### config.mk
export PLATFORM = sky130hd
export DESIGN_NAME = addc_unit
export DESIGN_NICKNAME = d
export VERILOG_FILES = /design/src/rtl/addc_pkg.sv /design/src/rtl/addc_opnd_prep.sv /design/src/rtl/addc_core_sum.sv /design/src/rtl/addc_flag_gen.sv /design/src/rtl/addc_unit.sv
export SDC_FILE = /design/constraint.sdc
export NUM_CORES = 1
export LEC_CHECK = 0
export BUFFER_PORTS_ARGS = -buffer_cell sky130_fd_sc_hd__buf_4
export CAP_MARGIN = 20
export CORE_ASPECT_RATIO = 0.8
export CORE_MARGIN = 4
export CORE_UTILIZATION = 35
export DETAILED_ROUTE_END_ITERATION = 10
export SYNTH_ARGS = -nofsm -noshare
export SYNTH_HDL_FRONTEND = slang
export SYNTH_SLANG_ARGS = --single-unit
### constraint.sdc
create_clock -name clk -period 3.3 [get_ports clk]
set_clock_uncertainty 0.05 [all_clocks]
set_input_delay 0 -clock clk [delete_from_list [all_inputs] [get_ports clk]]
set_output_delay 0 -clock clk [all_outputs]
set_load 0.01 [all_outputs]
### src/rtl/addc_pkg.sv
// Package: shared operation codes and flag bit positions for the adder slice.
// Assumes the flag vector is packed {V,N,Z,C} with carry at bit 0.
package addc_pkg;
    typedef enum logic [1:0] {
        OP_PASS0 = 2'b00,
        OP_ADD   = 2'b01,
        OP_ADDC  = 2'b10,
        OP_PASS3 = 2'b11
    } addc_op_e;

    localparam int FLG_C = 0;
    localparam int FLG_Z = 1;
    localparam int FLG_N = 2;
    localparam int FLG_V = 3;
    localparam int FLG_W = 4;
endpackage

### src/rtl/addc_opnd_prep.sv
// Operand preparation: masks operands to the active width and selects the
// carry-in. Assumes BW < DW; the bits above BW are cleared in byte mode.
module addc_opnd_prep
    import addc_pkg::*;
#(
    parameter int DW = 16,
    parameter int BW = 8
) (
    input  logic [1:0]    op,
    input  logic          byte_mode,
    input  logic [DW-1:0] src,
    input  logic [DW-1:0] dst,
    input  logic          carry_flag,
    output logic [DW-1:0] opa,
    output logic [DW-1:0] opb,
    output logic          cin,
    output logic          is_arith
);
    localparam logic [DW-1:0] LO_MASK = {{(DW-BW){1'b0}}, {BW{1'b1}}};

    logic [DW-1:0] width_mask;

    // Pick the mask for the active operand width.
    always_comb begin
        width_mask = byte_mode ? LO_MASK : {DW{1'b1}};
    end

    // Mask operands, decode the operation and choose the carry-in.
    always_comb begin
        opa      = src & width_mask;
        opb      = dst & width_mask;
        is_arith = (op == OP_ADD) || (op == OP_ADDC);
        cin      = (op == OP_ADDC) ? carry_flag : 1'b0;
    end
endmodule

### src/rtl/addc_core_sum.sv
// Core adder: unsigned sum of two DW-bit operands and a carry-in, one bit
// wider than the operands. Assumes the caller masks the operands.
module addc_core_sum #(
    parameter int DW = 16
) (
    input  logic [DW-1:0] opa,
    input  logic [DW-1:0] opb,
    input  logic          cin,
    output logic [DW:0]   sum
);
    // Form the widened sum including the carry-in.
    always_comb begin
        sum = {1'b0, opa} + {1'b0, opb} + {{DW{1'b0}}, cin};
    end
endmodule

### src/rtl/addc_flag_gen.sv
// Flag generator: derives the result and the C/Z/N/V flags at the active
// width, or passes the destination and incoming flags when no arithmetic
// is selected. Assumes operands above BW are already zero in byte mode.
module addc_flag_gen
    import addc_pkg::*;
#(
    parameter int DW = 16,
    parameter int BW = 8
) (
    input  logic [DW:0]      sum,
    input  logic [DW-1:0]    opa,
    input  logic [DW-1:0]    opb,
    input  logic [DW-1:0]    dst,
    input  logic             byte_mode,
    input  logic             is_arith,
    input  logic [FLG_W-1:0] flags_in,
    output logic [DW-1:0]    result,
    output logic [FLG_W-1:0] flags,
    output logic             flag_we
);
    localparam logic [DW-1:0] LO_MASK = {{(DW-BW){1'b0}}, {BW{1'b1}}};

    logic [DW-1:0] sum_w;
    logic          c_out;
    logic          sa;
    logic          sb;
    logic          sr;

    // Select the width-appropriate result, carry and sign bits.
    always_comb begin
        if (byte_mode) begin
            sum_w = sum[DW-1:0] & LO_MASK;
            c_out = sum[BW];
            sa    = opa[BW-1];
            sb    = opb[BW-1];
            sr    = sum[BW-1];
        end else begin
            sum_w = sum[DW-1:0];
            c_out = sum[DW];
            sa    = opa[DW-1];
            sb    = opb[DW-1];
            sr    = sum[DW-1];
        end
    end

    // Build the outputs, or pass through for non-arithmetic codes.
    always_comb begin
        if (is_arith) begin
            result       = sum_w;
            flags[FLG_C] = c_out;
            flags[FLG_Z] = (sum_w == '0);
            flags[FLG_N] = sr;
            flags[FLG_V] = (sa == sb) && (sr != sa);
            flag_we      = 1'b1;
        end else begin
            result  = dst;
            flags   = flags_in;
            flag_we = 1'b0;
        end
    end
endmodule

### src/rtl/addc_unit.sv
// Top: add-with-carry arithmetic unit with a one-stage output register.
// Loads result and flags on each cycle with in_valid high; holds otherwise.
// Assumes a synchronous active-low reset.
module addc_unit
    import addc_pkg::*;
#(
    parameter int DW = 16,
    parameter int BW = 8
) (
    input  logic             clk,
    input  logic             rst_n,
    input  logic             in_valid,
    input  logic [1:0]       op,
    input  logic             byte_mode,
    input  logic [DW-1:0]    src,
    input  logic [DW-1:0]    dst,
    input  logic [FLG_W-1:0] flags_in,
    output logic [DW-1:0]    res_q,
    output logic [FLG_W-1:0] flags_q,
    output logic             flag_we_q,
    output logic             out_valid
);
    logic [DW-1:0]    opa;
    logic [DW-1:0]    opb;
    logic             cin;
    logic             is_arith;
    logic [DW:0]      sum;
    logic [DW-1:0]    result;
    logic [FLG_W-1:0] flags;
    logic             flag_we;

    addc_opnd_prep #(.DW(DW), .BW(BW)) u_prep (
        .op         (op),
        .byte_mode  (byte_mode),
        .src        (src),
        .dst        (dst),
        .carry_flag (flags_in[FLG_C]),
        .opa        (opa),
        .opb        (opb),
        .cin        (cin),
        .is_arith   (is_arith)
    );

    addc_core_sum #(.DW(DW)) u_sum (
        .opa (opa),
        .opb (opb),
        .cin (cin),
        .sum (sum)
    );

    addc_flag_gen #(.DW(DW), .BW(BW)) u_flags (
        .sum       (sum),
        .opa       (opa),
        .opb       (opb),
        .dst       (dst),
        .byte_mode (byte_mode),
        .is_arith  (is_arith),
        .flags_in  (flags_in),
        .result    (result),
        .flags     (flags),
        .flag_we   (flag_we)
    );

    // Capture the combinational outputs when an operation is presented.
    always_ff @(posedge clk) begin
        if (!rst_n) begin
            res_q     <= '0;
            flags_q   <= '0;
            flag_we_q <= 1'b0;
            out_valid <= 1'b0;
        end else begin
            out_valid <= in_valid;
            if (in_valid) begin
                res_q     <= result;
                flags_q   <= flags;
                flag_we_q <= flag_we;
            end
        end
    end
endmodule

Word-level counts from Yosys, hierarchy flattened
Index checks and enable logic that the tools add are counted.
{"block": "totals", "register_bits": 22, "in_bits": 42}
{"block": "classes", "eq_ne": 4, "reduce_logical": 3, "n_addsub": 2, "muxes": 10, "bitwise_logic": 2}
{"operator": "two-way mux 16 bit", "count": 3}
{"operator": "AND 16 bit", "count": 2}
{"operator": "adder 16 x 16 -> 17 bit", "count": 1}
{"operator": "adder 17 x 1 -> 17 bit", "count": 1}
{"operator": "logical NOT 16 bit", "count": 1}
{"operator": "two-way mux 1 bit", "count": 6}
{"operator": "two-way mux 4 bit", "count": 1}
{"operator": "== test 2 x 1 -> 1 bit, second input constant", "count": 1}
{"operator": "== test 2 bit, second input constant", "count": 1}
{"operator": "== test 1 bit", "count": 1}
{"operator": "logical AND 1 bit", "count": 1}
{"operator": "logical OR 1 bit", "count": 1}
{"operator": "inequality test 1 bit", "count": 1}

Logic depth before layout (Yosys ltp)
Gate-level depths: netlist of run 1.
{"block": "depth", "word_depth": 8, "mapped_depth": 12, "depth_no_buf": 12}

By module
Synthesis of run 1 repeated with hierarchy kept, for this count alone.
{"block": "hier_totals", "hier_cells": 249, "hier_area_um2": 2238.4}
{"mod": "addc_unit", "area_each_um2": 847.1, "seq_area_each_um2": 440.4, "n_inst": 1, "cells_per_inst": 70}
{"mod": "addc_core_sum", "area_each_um2": 747.0, "seq_area_each_um2": 0.0, "n_inst": 1, "cells_per_inst": 94}
{"mod": "addc_flag_gen", "area_each_um2": 354.1, "seq_area_each_um2": 0.0, "n_inst": 1, "cells_per_inst": 48}
{"mod": "addc_opnd_prep", "area_each_um2": 290.3, "seq_area_each_um2": 0.0, "n_inst": 1, "cells_per_inst": 37}

Worst setup path before layout of run 1
No wires, ideal clock.
{"block": "synth_path", "path_kind": "input to register", "start": "in op[0]", "end": "reg flags_q[1]", "setup_ns": 0.084, "n_path_buf": 0, "slack_ns": 0.479, "stages": 12, "arrival_time_ns": 2.687, "cell_sequence": "inv_1 ha_1 and2_1 fa_1 fa_1 a211oi_2 o21a_1 o311ai_1 nor4b_1 o2111ai_1 a2111o_1 o31ai_2"}
{"block": "synth_between", "elab_chain_cells": 6, "elab_cells_between_ends": 8, "cone_classes": "add/sub: 1; eq/ne: 2; mux: 3; reduce/logical: 2"}
{"element": "from (decl)", "line": "addc_unit.sv:13", "text": "input logic [1:0] op,"}
{"element": "== test 2 bit", "line": "addc_opnd_prep.sv:32, addc_opnd_prep.sv:33"}
{"element": "two-way mux 1 bit", "line": "addc_opnd_prep.sv:33", "text": "cin = (op == OP_ADDC) ? carry_flag : 1'b0;"}
{"element": "adder 17 x 1 -> 17 bit", "line": "addc_core_sum.sv:13", "text": "sum = {1'b0, opa} + {1'b0, opb} + {{DW{1'b0}}, cin};"}
{"element": "two-way mux 16 bit", "line": "addc_flag_gen.sv:31", "text": "if (byte_mode) begin"}
{"element": "logical NOT 16 bit", "line": "addc_flag_gen.sv:51", "text": "flags[FLG_Z] = (sum_w == '0);"}
{"element": "two-way mux 4 bit (*)", "line": "addc_flag_gen.sv:48", "text": "if (is_arith) begin"}
{"element": "to (signal assigned)", "line": "addc_unit.sv:75", "text": "flags_q <= flags;"}
{"element": "to (decl)", "line": "addc_unit.sv:19", "text": "output logic [FLG_W-1:0] flags_q,"}
Every way passes the cells marked *; elsewhere a longest branch is shown, timed or not.
A chain may end at the register's enable or synchronous reset.

Final worst setup path of run 1
Same ends and word-level chain as after synthesis.

==> flow_summary.json, run 1 <==
{
  "status": "finished, final reports clean",
  "swShare": 0.326,
  "rsz0062_at_grt": "no",
  "drc": 0,
  "synth_top_flop_cell": "dfxtp_1",
  "whs_endpoint": "flags_q[3]$_SDFFE_PN0P_",
  "clkSinkCount": 22,
  "crit_path_max_incr_delay_ns": 0.45,
  "portBuffers": 63,
  "final_area_sq_um": 2760,
  "seq_area_frac_synth": 0.207,
  "report.final.slew_viol_count": 0,
  "initial_utilization": 0.359,
  "clk_pin_slew_ns": 0.08,
  "vdd_drop_max_mv": 0.165,
  "core_area_sq_um": 5910,
  "wire_per_inst_microns": 14.4,
  "nFillCells": 601,
  "synth_area_sq_um": 2120,
  "finalSetupViolCount": 0,
  "syn_to_final_growth_pct": 30.1,
  "synth_cells": 270,
  "seqPwrFrac": 0.324,
  "critPathMaxFanout": 3,
  "cts_resized": 0,
  "r2r_cells": 5,
  "dp_hpwl_microns": 4720,
  "pwr-share-clk": 0.268,
  "die_y_microns": 77.7,
  "hold_viol_final": 0,
  "wirelength_microns": 5920,
  "synth_area_per_cell_sq_um": 7.86,
  "grt_start_max_net_pins": 45,
  "worstSetupPathType": "primary input to flop",
  "required_ns": 3.44,
  "cts_tree": "yes",
  "drtAntennaViolNets": 0,
  "grt_overflow": 0,
  "vias": 2193,
  "critPathCaptureType": "flop",
  "layout_commonest_cell": "buf_4",
  "path_cells": "buf_4 -> inv_1 -> ha_1 -> and2_1 -> fa_1 -> fa_1 -> a211oi_2 -> o21a_1 -> o311ai_1 -> nor4b_1 -> o2111ai_1 -> a2111o_1 -> o31ai_2",
  "synth.net_count": 330,
  "drive_above_1_share": 0.258,
  "multi_input_area_sq_um": 1570,
  "grt_pass1_vias": 2101,
  "drt_first_pass_iters": 4,
  "max_cap_viol_count": 0,
  "dpl-instance-area_sq_um": 2630,
  "r2r_end": "flags_q[1]$_SDFFE_PN0P_",
  "cp-start-kind": "primary input",
  "most-common-layout-cells": "64 x buf_4, 26 x nand2_1, 22 x dfxtp_1",
  "fp-row-count": 25,
  "r2r_slack_ns": 1.60,
  "die-area_sq_um": 7380,
  "period_needed_ns": 2.91,
  "cp_common_cell": "fa_1",
  "combPwrFrac": 0.407,
  "worstHoldStart": "flags_in[3]",
  "boundaryPins": 64,
  "antenna_found_initial": 0,
  "ys_async_sr_fraction": 0,
  "switching_power_mw": 0.301,
  "crit_slowest_cell": "fa_1",
  "fp.dieW_microns": 95.1,
  "yosysUniqueCellTypes": 62,
  "grt_pass1_wl_microns": 9690,
  "drt_iter0_markers": 110,
  "htreeDepth": 1,
  "layout.nets": 391,
  "leakage_nw": 1.22,
  "grt_util_all_layers": 0.159,
  "whs_ns": 0.0201,
  "relSlewSlack": 0.602,
  "root_buffer": "clkbuf_8",
  "max_freq_mhz": 343,
  "via_per_inst": 5.34,
  "min_path_cells": 3,
  "worst_pin_slew_ns": 0.591,
  "clk-insertion-delay-late_ns": 0.26,
  "yosys_warnings": 0,
  "r2r_start": "flags_q[1]$_SDFFE_PN0P_",
  "synth_edf_count": 0,
  "p_per_area_nw_per_um2": 334,
  "fin_crit_sh": 0.882,
  "tns_ns": 0,
  "hp-class": "primary input to flop",
  "gp_congestion": 0.835,
  "final_cells": 411,
  "ys_ff_latch": 22,
  "antennaDiodeCount": 0,
  "p_int_mw": 0.622,
  "final-seq-area_sq_um": 440,
  "clk_path_buf_depth": 2,
  "dp.cells": 401,
  "cts_buffers": 3,
  "worstPathArrival_ns": 3.05
}
==> routing by layer <==
metal  part of all wire  GRT usage
met5                  0          0
met1               0.48      0.229
met3              0.053     0.0310
met2               0.47      0.254
met4             0.0024     0.0159
==> power groups by stage <==
stage          Combinational (mW)  Clock, mW  Sequential (mW)
3_3_place_gp                0.371          0            0.305
3_5_place_dp                0.370          0            0.306
2_1_floorplan               0.233          0            0.314
6_report                    0.376      0.248            0.299
5_1_grt                     0.417      0.268            0.302
4_1_cts                     0.378      0.252            0.300
==> worst max path at each step <==
| stage | startpoint | end | cells after the start |
|---|---|---|---|
| after floorplan | op[0] | flags_q[1]$_SDFFE_PN0P_ | 12 |
| after global placement | op[0] | flags_q[1]$_SDFFE_PN0P_ | 13 |
| after detailed placement | op[0] | flags_q[1]$_SDFFE_PN0P_ | 13 |
| after CTS | op[0] | flags_q[1]$_SDFFE_PN0P_ | 13 |
| after global routing | op[0] | flags_q[1]$_SDFFE_PN0P_ | 13 |
| final | op[0] | flags_q[1]$_SDFFE_PN0P_ | 13 |
==> repair_timing <==
action,CTS,global route
setup buffers,0,0
hold endpoints to repair,7,0
endpoints found under the setup margin,0,0
hold buffers,6,0
==> through the flow <==
step                power (mW)  worst slack, ns   util
floorplan                0.547            0.479      -
global placement         0.677            0.205  0.445
detailed placement       0.676            0.148  0.445
CTS                      0.929            0.404  0.467
global route             0.987            0.194  0.467
finish                   0.923            0.388  0.467
==> worst max-delay path: cells and delay by family <==
family                   cells  cell delay, ns
AO/OA/AOI/OAI                6            1.39
adder cells (fa/ha/maj)      3            1.06
buffers and inverters        2            0.11
AND/OR/NAND/NOR              2            0.50
==> cell usage after synthesis (2+ instances only) <==
master	number	area, sq um
a2111o_1	2	22.5
a211oi_1	6	45.0
a21o_1	5	37.5
a21oi_1	13	65.1
a311oi_1	2	17.5
a31oi_1	5	31.3
and2_1	3	18.8
and3_1	5	31.3
clkbuf_1	11	41.3
dfxtp_1	22	440
fa_1	2	40.0
ha_1	16	200
inv_1	8	30.0
mux2i_1	7	70.1
nand2_1	26	97.6
nand2b_1	3	18.8
nand3_1	4	20.0
nand4_1	4	25.0
nor2_1	18	67.6
nor2b_1	19	119
nor3_1	8	40.0
nor4_1	3	18.8
o2111ai_1	2	17.5
o211ai_1	5	37.5
o21a_1	2	15.0
o21ai_0	19	95.1
o21ai_1	3	15.0
o21ai_2	2	17.5
o21bai_1	3	22.5
o311ai_0	3	26.3
or3_1	2	12.5
xnor2_1	4	35.0
xor2_1	4	35.0
==> registers in the layout, indices dropped and copies added, names as in the netlist <==
register,flops
out_valid,1
flags_q,4
res_q,16
flag_we_q,1
==> cell type report <==
class                   count  area share
repair buffers             70       0.196
clock buffers               3      0.0149
inverters                  10      0.0140
well taps                  81      0.0367
flip-flops and latches     22       0.159
multi-input cells         224       0.568
clock inverters             1      0.0109
==> cell families after synthesis <==
family,share of synthesized area
mux,0.0383
simple gates,0.249
fa+ha+maj,0.113
flops,0.207
buf+inv,0.0530
compound gates,0.299
xor+xnor,0.0407
Note: power is estimated with default switching activity, not from simulation.
==> run 2, diff against run 1 <==
--- a/config.mk
+++ b/config.mk
@@ -13,4 +13,5 @@
 export DETAILED_ROUTE_END_ITERATION = 10
 export SYNTH_ARGS = -nofsm -noshare
 export SYNTH_HDL_FRONTEND = slang
+export SYNTH_HIERARCHICAL = 1
 export SYNTH_SLANG_ARGS = --single-unit
==> flow_summary.json, run 2 <==
{
  "status": "finished, final reports clean",
  "wire_per_inst_microns": 14.8,
  "ys_ff_latch": 22,
  "nFillCells": 621,
  "die-area_sq_um": 7750,
  "core_area_sq_um": 6070,
  "hold_viol_final": 0,
  "synth_area_sq_um": 2240,
  "die_y_microns": 79.5,
  "yosys-top-cells-count": "27 x nor2b_1, 22 x dfxtp_1, 22 x mux2i_1",
  "portBuffers": 63,
  "drt_iter0_markers": 110,
  "vdd_drop_max_mv": 0.134,
  "synth_most_common_cell": "nor2b_1",
  "cp-start-kind": "primary input",
  "layout.nets": 350,
  "drive_above_1_share": 0.346,
  "final-seq-area_sq_um": 440,
  "cts_resized": 0,
  "grt_pass1_vias": 1833,
  "final_cells": 370,
  "yosysTopAreaCell": "dfxtp_1",
  "clk-insertion-delay-late_ns": 0.26,
  "largest_reg_flops": 16,
  "place_worst_setup_slack_ns": 0.109,
  "critPathMaxFanout": 4,
  "drtAntennaViolNets": 0,
  "clk_path_buf_depth": 2,
  "cts_tree": "yes",
  "fp-row-count": 25,
  "tns_ns": 0,
  "fp.dieW_microns": 97.4,
  "clkSinkCount": 22,
  "synth.area.top_cells": "dfxtp_1 20%, mux2i_1 9.8%, ha_1 8.9%",
  "swShare": 0.328,
  "period_needed_ns": 2.92,
  "setup_slack_ns": 0.385,
  "layout_commonest_cell": "buf_4",
  "leakage_nw": 1.26,
  "p_per_area_nw_per_um2": 328,
  "pwr-share-clk": 0.223,
  "clk_pin_slew_ns": 0.08,
  "antennaDiodeCount": 0,
  "hp-class": "primary input to flop",
  "max_freq_mhz": 343,
  "finalSetupViolCount": 0,
  "report.final.slew_viol_count": 0,
  "fin_crit_sh": 0.883,
  "finalPower_mw": 0.872,
  "syn_to_final_growth_pct": 18.7,
  "min_path_cells": 2,
  "synth_area_per_cell_sq_um": 8.99,
  "postCtsSetupBuffers": 0,
  "r2r_cells": 2,
  "seq_area_frac_synth": 0.197,
  "cts_buffers": 3,
  "root_buffer": "clkbuf_8",
  "top_regs": "res_q x16, flags_q x4",
  "synth_cells": 249,
  "required_ns": 3.41,
  "grt_pass1_wl_microns": 9090,
  "gp_congestion": 0.828,
  "hold_buffers": 0,
  "seqPwrFrac": 0.346,
  "antenna_found_initial": 0,
  "most-common-layout-cells": "64 x buf_4, 27 x nor2b_1, 22 x mux2i_1, 22 x dfxtp_1, 16 x ha_1",
  "synth_edf_count": 0,
  "yosys_warnings": 6,
  "synthDominantCellAreaShare": 0.197,
  "yosysUniqueCellTypes": 50,
  "wirelength_microns": 5480,
  "dp_hpwl_microns": 4500,
  "worstPathArrival_ns": 3.03,
  "largest-register": "res_q",
  "grt_util_all_layers": 0.141,
  "htreeDepth": 1,
  "critPathCaptureType": "flop",
  "switching_power_mw": 0.286,
  "drc": 0,
  "dp.cells": 366,
  "multi_input_area_sq_um": 1560,
  "drt_first_pass_iters": 4,
  "grt_overflow": 0,
  "via_per_inst": 5.04,
  "worstSetupPathType": "primary input to flop",
  "vias": 1866,
  "grt_start_max_net_pins": 25,
  "p_int_mw": 0.586,
  "boundaryPins": 64,
  "relSlewSlack": 0.736,
  "rsz0062_at_grt": "no",
  "synth.net_count": 309,
  "initial_utilization": 0.369,
  "synth_top_flop_cell": "dfxtp_1",
  "worst_pin_slew_ns": 0.394,
  "combPwrFrac": 0.431,
  "ys_async_sr_fraction": 0,
  "max_cap_viol_count": 0
}
## run 2: changes by cell type in the layout (fill, tap and decap cells not counted), moves of 5 or more
cell | before | now
mux2_2 | 1 | 9
nor2_1 | 18 | 8
and2b_2 | 0 | 6
a211oi_1 | 6 | 0
nor2b_1 | 19 | 27
a21o_1 | 5 | 10
nand2_1 | 26 | 4
mux2i_1 | 7 | 22
dlygate4sd3_1 | 6 | 0
a22o_1 | 0 | 5
nor2b_2 | 1 | 7
o21ai_0 | 19 | 6
## run 2: critical path, cell delays in order
cell,delay [ns]
buf_4,0.07
inv_1,0.03
ha_1,0.17
and2_1,0.14
fa_1,0.40
fa_1,0.42
a21o_1,0.21
a221o_2,0.39
a21oi_2,0.20
a21oi_1,0.10
xor2_1,0.21
nor3_1,0.09
a21o_1,0.19
a32o_1,0.21
mux2i_1,0.12
nor2b_1,0.06
## run 2: worst paths after layout
kind | to | from | slack [ns]
setup / recovery | flags_q[1]$_SDFFE_PN0P_ | op[0] | 0.38
hold / removal | flags_q[0]$_SDFFE_PN0P_ | rst_n | 0.05
setup reg to reg | res_q[6]$_SDFFE_PN0P_ | res_q[6]$_SDFFE_PN0P_ | 2.62
hold reg to reg | res_q[11]$_SDFFE_PN0P_ | res_q[11]$_SDFFE_PN0P_ | 0.47
## run 2: per-stage QoR
stage | util | area [sq um] | hold slack, ns
after floorplan | - | 2240 | 0.0782
after global placement | 0.429 | 2600 | 0.326
after detailed placement | 0.429 | 2600 | 0.328
after CTS | 0.438 | 2660 | 0.0407
after global routing | 0.438 | 2660 | 0.0483
final | 0.438 | 2660 | 0.0460
## run 2: area by class of cell
cell class	instances	area share
flip-flops and latches	22	0.166
well taps	81	0.0382
clock buffers	4	0.0207
repair buffers	64	0.181
inverters	5	0.00707
multi-input cells	194	0.587
## run 2: power groups by stage
| stage | clock, mW | combinational, mW | sequential [mW] |
|---|---|---|---|
| 6_report | 0.195 | 0.376 | 0.301 |
| 2_1_floorplan | 0 | 0.262 | 0.316 |
| 3_3_place_gp | 0 | 0.374 | 0.308 |
| 4_1_cts | 0.200 | 0.379 | 0.302 |
| 5_1_grt | 0.214 | 0.418 | 0.304 |
| 3_5_place_dp | 0 | 0.377 | 0.308 |
## run 2: cells by family (layout without fill, tap and decap cells)
logic type                 count (synthesis)  in the layout  synth area share
and+or+nand+nor                           76             76             0.219
AOI/OAI and AO/OA                         55             55             0.172
buffers and inverters                     33             73             0.106
muxes                                     31             31             0.144
DFF                                       22             22             0.197
adders and majority gates                 18             18             0.107
xor gates and xnor gates                  14             14            0.0548
## run 2: metal layers
layer,up-vias,wire (microns),GRT usage
met5,-,0,0
met4,0,6,0.0124
met3,2,407,0.0419
met2,68,2350,0.215
met1,833,2710,0.203
li1,963,-,-
==> run 3, diff against run 2 <==
--- a/config.mk
+++ b/config.mk
@@ -5,6 +5,7 @@
 export SDC_FILE = /design/constraint.sdc
 export NUM_CORES = 1
 export LEC_CHECK = 0
+export ABC_AREA = 1
 export BUFFER_PORTS_ARGS = -buffer_cell sky130_fd_sc_hd__buf_4
 export CAP_MARGIN = 20
 export CORE_ASPECT_RATIO = 0.8
==> flow_summary.json, run 3 <==
{
  "dp_hpwl_microns": 5450,
  "relSlewSlack": 0.657,
  "htreeDepth": 1,
  "grt_pass1_wl_microns": 11300,
  "crit_path_max_incr_delay_ns": 0.42,
  "p_int_mw": 0.565,
  "boundaryPins": 64,
  "setup_slack_ns": 1.05,
  "yosysTopAreaCell": "nand2_1",
  "postCtsSetupBuffers": 0,
  "hold_viol_final": 0,
  "gp_congestion": 0.917,
  "drt_iter0_markers": 142,
  "seq_area_frac_synth": 0.166,
  "most-common-layout-cells": "181 x nand2_1, 82 x inv_1, 74 x nor2_1",
  "grt_start_max_net_pins": 44,
  "fin_crit_sh": 0.681,
  "grt_util_all_layers": 0.149,
  "worstPathArrival_ns": 2.39,
  "clk_pin_slew_ns": 0.08,
  "finalSetupViolCount": 0,
  "yosysUniqueCellTypes": 30,
  "combPwrFrac": 0.460,
  "pwr-share-clk": 0.211,
  "largest-register": "res_q",
  "portBuffers": 63,
  "nFillCells": 842,
  "vdd_drop_max_mv": 0.233,
  "top_regs": "res_q x16, flags_q x4",
  "critPathCaptureType": "flop",
  "cts_resized": 0,
  "ys_ff_latch": 22,
  "ys_async_sr_fraction": 0,
  "worstSetupPathType": "primary input to flop",
  "wirelength_microns": 6500,
  "clk-insertion-delay-late_ns": 0.26,
  "synth_most_common_cell": "nand2_1",
  "grt_pass1_vias": 2626,
  "synth_cells": 480,
  "seqPwrFrac": 0.329,
  "critPathMaxFanout": 3,
  "synth_area_sq_um": 2660,
  "clk_path_buf_depth": 2,
  "clkSinkCount": 22,
  "required_ns": 3.45,
  "cp_common_cell": "nand2_1",
  "max_freq_mhz": 445,
  "synth_top_flop_cell": "dfxtp_1",
  "grt_overflow": 0,
  "place_worst_setup_slack_ns": 0.786,
  "cts_buffers": 3,
  "crit_family": "simple AND/OR/NAND/NOR gates",
  "switching_power_mw": 0.347,
  "p_per_area_nw_per_um2": 298,
  "drt_first_pass_iters": 5,
  "synth.area.top_cells": "nand2_1 26%, dfxtp_1 17%, inv_1 12%",
  "drc": 0,
  "cts_tree": "yes",
  "worst_pin_slew_ns": 0.514,
  "die_y_microns": 86.0,
  "swShare": 0.380,
  "rsz0062_at_grt": "no",
  "layout_commonest_cell": "nand2_1",
  "vias": 2702,
  "wire_per_inst_microns": 10.5,
  "root_buffer": "clkbuf_8",
  "initial_utilization": 0.360,
  "die-area_sq_um": 9070,
  "fp.dieW_microns": 105,
  "max_cap_viol_count": 0,
  "path_cells": "buf_4 -> inv_1 -> ha_1 -> nand2_1 -> inv_1 -> fa_1 -> fa_1 -> nand2_1 -> nand2_1 -> and2_4 -> nand3_2 -> nand3_2 -> nand2_1 -> nand2_1 -> o21ai_1 -> nand2_1 -> nor2_1 -> nand2_1 -> nand2_1 -> inv_1 -> nand2_1 -> nand2_1 -> nor2_1",
  "leakage_nw": 1.91,
  "via_per_inst": 4.36,
  "crit_slowest_cell": "fa_1",
  "synth.net_count": 540,
  "syn_to_final_growth_pct": 15.1,
  "largest_reg_flops": 16,
  "drtAntennaViolNets": 0,
  "drive_above_1_share": 0.183,
  "antenna_found_initial": 0,
  "tns_ns": 0,
  "period_needed_ns": 2.25,
  "hold_buffers": 0,
  "critPathBufInv": 4,
  "antennaDiodeCount": 0,
  "fp-row-count": 28,
  "r2r_slack_ns": 2.66,
  "yosys_warnings": 6,
  "layout.nets": 576,
  "synth_area_per_cell_sq_um": 5.54,
  "synth_edf_count": 0,
  "hp-class": "primary input to flop",
  "yosys-top-cells-count": "181 x nand2_1, 82 x inv_1, 74 x nor2_1",
  "report.final.slew_viol_count": 0,
  "synthDominantCellAreaShare": 0.255,
  "core_area_sq_um": 7390,
  "status": "finished, final reports clean",
  "cp-start-kind": "primary input"
}
==> run 3: cell count changes after synthesis, moves of 8 or more <==
| cell | before | now |
|---|---|---|
| mux2i_1 | 22 | 0 |
| nand3_1 | 2 | 13 |
| inv_1 | 4 | 82 |
| nor2b_1 | 27 | 0 |
| nand2_1 | 4 | 181 |
| a21o_1 | 10 | 0 |
| nor2_1 | 8 | 74 |
| a21oi_1 | 15 | 7 |
| nand2_2 | 0 | 10 |
| mux2_2 | 9 | 0 |
==> run 3: worst paths after layout <==
check | startpoint | end | depth (start not counted)
max reg2reg | res_q[4]$_SDFFE_PN0P_ | res_q[4]$_SDFFE_PN0P_ | 2
min | rst_n | res_q[12]$_SDFFE_PN0P_ | 3
max | op[0] | flags_q[1]$_SDFFE_PN0P_ | 23
min reg2reg | res_q[0]$_SDFFE_PN0P_ | res_q[0]$_SDFFE_PN0P_ | 2
==> run 3: per-layer routing <==
| layer | wire [microns] | global-route usage |
|---|---|---|
| met1 | 3320 | 0.209 |
| met2 | 2660 | 0.242 |
| met3 | 481 | 0.0331 |
| met4 | 33 | 0.0155 |
| met5 | 0 | 0 |
==> run 3: cells by family (layout without fill, tap and decap cells) <==
| group | Yosys count | in the layout | synth area share |
|---|---|---|---|
| adder cells (fa/ha/maj) | 18 | 18 | 0.0903 |
| flip-flops | 22 | 22 | 0.166 |
| AO/OA/AOI/OAI | 17 | 17 | 0.0339 |
| buffers and inverters | 119 | 154 | 0.221 |
| XOR/XNOR | 7 | 7 | 0.0230 |
| AND/OR/NAND/NOR | 297 | 297 | 0.466 |
==> run 3: worst min-delay path: stages <==
cell and delay, ns:
buf_4 0.19, nand2_1 0.09, nor2_1 0.03
==> run 3: cell type report <==
cell class,count,area [sq um],share of cell area
multi-input cells,339,1630,0.533
repair buffers,63,473,0.155
flip-flops and latches,22,440,0.144
inverters,87,329,0.108
well taps,105,131,0.0429
clock buffers,4,55.1,0.0180
==> run 3: power groups by stage <==
stage	Combinational (mW)	Sequential (mW)	Clock (mW)
floorplan	0.303	0.315	0
global placement	0.419	0.306	0
detailed placement	0.421	0.306	0
CTS	0.424	0.300	0.199
global route	0.487	0.303	0.212
finish	0.420	0.299	0.192
==> run 3: metrics by stage <==
step / hold slack [ns] / std cells / instance area (sq um) / power [mW] / utilization
after floorplan: 0.0704 / 480 / 2660 / 0.618 / -
after global placement: 0.309 / 616 / 3010 / 0.725 / 0.407
after detailed placement: 0.312 / 616 / 3010 / 0.727 / 0.407
after CTS: 0.0252 / 620 / 3060 / 0.923 / 0.414
after global routing: 0.0390 / 620 / 3060 / 1.00 / 0.414
final: 0.0278 / 620 / 3060 / 0.912 / 0.414
